[config.mk]
export PLATFORM = sky130hd
export DESIGN_NAME = tok_chain_ctrl
export DESIGN_NICKNAME = d
export VERILOG_FILES = /design/src/rtl/tok_chain_pkg.sv /design/src/rtl/tok_mode_cap.sv /design/src/rtl/tok_owner.sv /design/src/rtl/tok_word_shifter.sv /design/src/rtl/tok_chain_ctrl.sv
export SDC_FILE = /design/constraint.sdc
export NUM_CORES = 1
export LEC_CHECK = 0
export BUFFER_PORTS_ARGS = -buffer_cell sky130_fd_sc_hd__buf_4
export CORE_AREA = 3 3 54 66
export CTS_CLUSTER_SIZE = 16
export DETAILED_ROUTE_END_ITERATION = 12
export DIE_AREA = 0 0 57 69
export PLACE_DENSITY = 0.76
export SLEW_MARGIN = 5
export SYNTH_ARGS = -nofsm -noshare
export SYNTH_HDL_FRONTEND = slang
export SYNTH_SLANG_ARGS = --single-unit
[constraint.sdc]
create_clock -name clk_i -period 3.8 [get_ports clk_i]
set_input_delay 0.19 -clock clk_i [delete_from_list [all_inputs] [get_ports clk_i]]
set_output_delay 0.19 -clock clk_i [all_outputs]
set_load 0.005 [all_outputs]
[src/rtl/tok_chain_pkg.sv]
package tok_chain_pkg;
  typedef enum logic {
    MODE_CHAIN = 1'b0,
    MODE_SOLO  = 1'b1
  } tok_mode_e;
endpackage

[src/rtl/tok_mode_cap.sv]
module tok_mode_cap
  import tok_chain_pkg::*;
(
  input  logic      clk_i,
  input  logic      rst_ni,
  input  logic      first_n_i,
  input  logic      tok_i,
  output logic      run_o,
  output tok_mode_e mode_o,
  output logic      lead_o
);
  tok_mode_e mode_q;
  logic      lead_q;
  logic      run_q;

  // straps are captured only while reset is held
  always_ff @(posedge clk_i) begin
    if (!rst_ni) begin
      mode_q <= tok_i ? MODE_SOLO : MODE_CHAIN;
      lead_q <= ~first_n_i;
    end
  end

  always_ff @(posedge clk_i or negedge rst_ni) begin
    if (!rst_ni) run_q <= 1'b0;
    else         run_q <= 1'b1;
  end

  assign run_o  = run_q;
  assign mode_o = mode_q;
  assign lead_o = lead_q;
endmodule

[src/rtl/tok_owner.sv]
module tok_owner
  import tok_chain_pkg::*;
(
  input  logic      clk_i,
  input  logic      rst_ni,
  input  logic      run_i,
  input  tok_mode_e mode_i,
  input  logic      lead_i,
  input  logic      tok_i,
  input  logic      done_i,
  output logic      own_o,
  output logic      pulse_o
);
  logic own_q, pulse_q;

  always_ff @(posedge clk_i or negedge rst_ni) begin
    if (!rst_ni) begin
      own_q   <= 1'b0;
      pulse_q <= 1'b0;
    end else begin
      pulse_q <= 1'b0;
      if (!run_i) begin
        own_q <= lead_i | (mode_i == MODE_SOLO);
      end else if (mode_i == MODE_SOLO) begin
        own_q <= 1'b1;
      end else if (done_i) begin
        own_q   <= 1'b0;
        pulse_q <= 1'b1;
      end else if (tok_i) begin
        own_q <= 1'b1;
      end
    end
  end

  assign own_o   = own_q;
  assign pulse_o = pulse_q;
endmodule

[src/rtl/tok_word_shifter.sv]
module tok_word_shifter #(
  parameter int WORD_W = 16
) (
  input  logic              clk_i,
  input  logic              rst_ni,
  input  logic              shift_en_i,
  input  logic              own_i,
  input  logic              b2b_i,
  input  logic              word_avail_i,
  input  logic [WORD_W-1:0] word_i,
  input  logic              msb_first_i,
  output logic              pop_o,
  output logic              busy_o,
  output logic              sdo_o,
  output logic              done_o
);
  localparam int CW = (WORD_W > 1) ? $clog2(WORD_W) : 1;
  localparam logic [CW-1:0] LAST = CW'(WORD_W - 1);

  logic [WORD_W-1:0] sh_q;
  logic [CW-1:0]     cnt_q;
  logic              busy_q, msb_q;
  logic              last, adv, load;

  assign last = (cnt_q == LAST);
  assign adv  = shift_en_i & busy_q;
  assign load = shift_en_i & own_i & word_avail_i & (~busy_q | (last & b2b_i));

  always_ff @(posedge clk_i or negedge rst_ni) begin
    if (!rst_ni) begin
      sh_q   <= '0;
      cnt_q  <= '0;
      busy_q <= 1'b0;
      msb_q  <= 1'b0;
    end else if (load) begin
      sh_q   <= word_i;
      cnt_q  <= '0;
      busy_q <= 1'b1;
      msb_q  <= msb_first_i;
    end else if (adv) begin
      if (last) busy_q <= 1'b0;
      cnt_q <= cnt_q + 1'b1;
      sh_q  <= msb_q ? (sh_q << 1) : (sh_q >> 1);
    end
  end

  assign pop_o  = load;
  assign busy_o = busy_q;
  assign done_o = adv & last;
  assign sdo_o  = busy_q & (msb_q ? sh_q[WORD_W-1] : sh_q[0]);
endmodule

[src/rtl/tok_chain_ctrl.sv]
module tok_chain_ctrl
  import tok_chain_pkg::*;
#(
  parameter int WORD_W = 16
) (
  input  logic              clk_i,
  input  logic              rst_ni,
  input  logic              first_n_i,
  input  logic              tok_i,
  input  logic              shift_en_i,
  input  logic              msb_first_i,
  input  logic [WORD_W-1:0] word_i,
  input  logic              word_avail_i,
  input  logic              flag_i,
  output logic              word_pop_o,
  output logic              sdo_o,
  output logic              sdo_oe_o,
  output logic              tok_o
);
  logic      run_w, lead_w, own_w, pulse_w, busy_w, done_w, solo_w;
  tok_mode_e mode_w;

  tok_mode_cap u_mode (
    .clk_i    (clk_i),
    .rst_ni   (rst_ni),
    .first_n_i(first_n_i),
    .tok_i    (tok_i),
    .run_o    (run_w),
    .mode_o   (mode_w),
    .lead_o   (lead_w)
  );

  assign solo_w = (mode_w == MODE_SOLO);

  tok_owner u_owner (
    .clk_i  (clk_i),
    .rst_ni (rst_ni),
    .run_i  (run_w),
    .mode_i (mode_w),
    .lead_i (lead_w),
    .tok_i  (tok_i),
    .done_i (done_w),
    .own_o  (own_w),
    .pulse_o(pulse_w)
  );

  tok_word_shifter #(.WORD_W(WORD_W)) u_shift (
    .clk_i       (clk_i),
    .rst_ni      (rst_ni),
    .shift_en_i  (shift_en_i),
    .own_i       (own_w),
    .b2b_i       (solo_w),
    .word_avail_i(word_avail_i),
    .word_i      (word_i),
    .msb_first_i (msb_first_i),
    .pop_o       (word_pop_o),
    .busy_o      (busy_w),
    .sdo_o       (sdo_o),
    .done_o      (done_w)
  );

  assign sdo_oe_o = busy_w;
  assign tok_o    = run_w & (solo_w ? flag_i : pulse_w);
endmodule

==> impl_metrics.json <==
{
  "cts_sinks": 27,
  "grt_first_pass_wirelength_um": 6700,
  "final_core_util": 0.598,
  "synthToLayoutAreaGrowth_pct": 12.3,
  "timing.setup.tns_ps": 0,
  "postRouteAntennaNets": 0,
  "finalWeightedCongestion": 0.805,
  "insertion_delay_ps": 320,
  "synth_top_cells_by_area": "dfrtp_1, o2111ai_1, mux2_2, o21ai_0, nand3_1",
  "die_area_um2": 3930,
  "synth_cells": 159,
  "gr-usage-all-layers": 0.210,
  "timing.fmax_ghz": 0.428,
  "die_h_um": 69,
  "worst_slew_pin_slew_ps": 1040,
  "period_needed_ps": 2340,
  "worstSetupStartpoint": "u_shift.busy_o",
  "cts_hold_repair.buffers": 1,
  "final.period_utilization": 0.615,
  "grt_max_degree": 35,
  "finalMaxSlewViolations": 0,
  "timing.final.hold_violations": 0,
  "hold_path.class": "input pin to register",
  "drt_first_pass_iters": 4,
  "global_route.overflow_total": 0,
  "clock-skew-final_ps": 1.44,
  "setup.worst_path.start_class": "register",
  "totalWireLength_um": 3880,
  "path_clk_slew_ps": 140,
  "timing_worst_setup_path_type": "register to output pin",
  "drive_gt1_frac": 0.287,
  "synth_fp_nets": 184,
  "worst_slew_margin_rel": 0.306,
  "register_area_share_after_synthesis": 0.425,
  "yosys.area.top_type": "dfrtp_1",
  "post_drt_via_cell_ratio": 6.76,
  "place.port_buffers": 27,
  "cts.repair.resized": 0,
  "core_region_um2": 3030,
  "timing.critical_path.fanout_max": 22,
  "synthesized_area_per_cell_um2": 10.1,
  "die_w_um": 57,
  "maximum_count_of_clock_buffers_along_a_single_path": 2,
  "detailroute.via_count": 1419,
  "power.leakage_uw": 0.000785,
  "antenna_cell_count": 0,
  "worst_ep_arrival_time_ps": 2150,
  "tritoncts_clock_tree": "built",
  "drt_first_iter_violations": 107,
  "grt_antenna_before_repair": 0,
  "max_cap_violations": 0,
  "synth.ff_latch_count": 27,
  "worstHoldPathCells": 1,
  "num-nets-final": 200,
  "initial_cell_density_of_the_core": 0.533,
  "syn_area_um2": 1610,
  "rsz0062_at_grt": "false",
  "ir_worst_vdd_mv": 0.458,
  "total_power_uw": 1060,
  "synthDominantCellAreaShare": 0.388,
  "preCtsSetupSlack_ps": 1710,
  "fillerInstances": 283,
  "critical_path.endpoint": "word_pop_o",
  "sum_of_net_half_perimeters_after_detailed_placement_um": 2600,
  "outcome": "finished, final reports clean",
  "core.rowCount": 22,
  "postLayoutSetupSlackWorst_ps": 1460,
  "first_global_vias": 1390,
  "number_of_library_cell_types_mapped_by_synthesis": 33,
  "tritoncts.num_buffers": 3,
  "power_density_normalized_to_cell_area_nw_per_um2": 584,
  "end_kind": "output pin",
  "ctsRootBufferMaster": "clkbuf_4",
  "level_count_of_the_clock_h_tree": 1,
  "pin_count": 28,
  "setup.reg_to_reg.worst_slack_ps": 1650,
  "post-cts-setup-buffer-count": 0,
  "report.final.setup_viol": 0,
  "drcViolationCount": 0,
  "critical_path_required_ps": 3610,
  "rr_worst_depth": 3,
  "post_drt_wl_per_cell_um": 18.5,
  "yosys_warnings": 0,
  "worstReg2RegEnd": "u_shift.sh_q[15]",
  "worstReg2RegStart": "u_shift.busy_o"
}
## cells in the mapped netlist
cell type / instances
o221ai_1: 1
buf_1: 1
o211ai_1: 1
and2_1: 2
mux2i_1: 2
conb_1: 1
xor2_1: 1
clkbuf_2: 1
mux2_4: 1
mux2_2: 14
nor3_1: 1
ha_1: 1
nor2_1: 6
a21o_1: 1
clkbuf_1: 6
o2111ai_1: 29
or3_1: 1
edfxtp_1: 2
buf_2: 7
a221o_1: 2
dfrtp_1: 25
buf_6: 1
o221a_2: 2
o211ai_4: 1
buf_4: 1
and4_4: 1
a21oi_1: 2
o21ai_0: 18
nand2_1: 3
inv_1: 6
inv_2: 1
nand3_1: 15
nand4_1: 2
## worst min-delay path by stage
stage / start / endpoint / slack, ps
final: tok_i / u_mode.mode_o / 50
after global routing: tok_i / u_mode.mode_o / 40
after CTS: tok_i / u_mode.mode_o / 40
after detailed placement: rst_ni / u_shift.sh_q[3] / 120
after global placement: rst_ni / u_shift.sh_q[0] / 120
after floorplan: rst_ni / u_mode.run_o / -110
## critical path, cell delays in order, from the launching register on
cell and delay [ps]:
dfrtp_1 800, inv_1 460, o211ai_4 330, inv_2 90, buf_4 140
## state kept, by name, indices dropped and copies added, names as in the netlist
| signal | flops |
|---|---|
| u_shift.sh_q | 16 |
| u_shift.cnt_q | 4 |
| u_mode.lead_o | 1 |
| u_mode.mode_o | 1 |
| u_mode.run_o | 1 |
| u_owner.own_o | 1 |
| u_owner.pulse_o | 1 |
| u_shift.busy_o | 1 |
| u_shift.msb_q | 1 |
## cells in the final DEF, fill, tap and decap left out, types with 2 or more instances in the layout
| master | count |
|---|---|
| clkbuf_4 | 3 |
| edfxtp_1 | 2 |
| a21oi_1 | 2 |
| mux2i_1 | 2 |
| and2_1 | 2 |
| a221o_1 | 2 |
| nand3_1 | 15 |
| mux2_2 | 14 |
| dfrtp_1 | 25 |
| o2111ai_1 | 29 |
| inv_1 | 6 |
| nand4_1 | 2 |
| buf_4 | 27 |
| nor2_1 | 6 |
| nand2_1 | 3 |
| o21ai_0 | 18 |
| o221a_2 | 2 |
## report_power, final
part / total (uW) / internal (uW) / switching, uW
Combinational: 398 / 226 / 172
Clock: 123 / 41.1 / 82.3
Sequential: 537 / 395 / 142
## per-layer routing
| layer | GRT usage | part of all wire |
|---|---|---|
| met1 | 0.289 | 0.43 |
| met2 | 0.327 | 0.48 |
| met3 | 0.0337 | 0.071 |
| met4 | 0.0825 | 0.027 |
| met5 | 0 | 0 |
## layout make-up
cell class                 instances  area [um2]  share of cell area
tap                               36        45.0              0.0249
sequential                        27         686               0.378
multi-input combinational        108         816               0.450
timing repair buffer              28         213               0.117
clock buffer                       4        26.3              0.0145
inverter                           7        26.3              0.0145
## cells by family after synthesis
family	Yosys count	synth area share
xor gates and xnor gates	1	0.00543
AOI/OAI and AO/OA	57	0.274
adders and majority gates	1	0.00776
other	1	0.00233
DFF	27	0.425
buffers and inverters	24	0.0690
and+or+nand+nor	31	0.0970
muxes	17	0.119
## per-stage QoR
step / hold WS (ps) / std cells / cell area, um2
floorplan: -106 / 159 / 1610
global placement: 117 / 205 / 1780
detailed placement: 116 / 205 / 1780
CTS: 42.5 / 210 / 1810
global route: 37.9 / 210 / 1810
finish: 49.7 / 210 / 1810
Power figures use the tool's default switching activity.
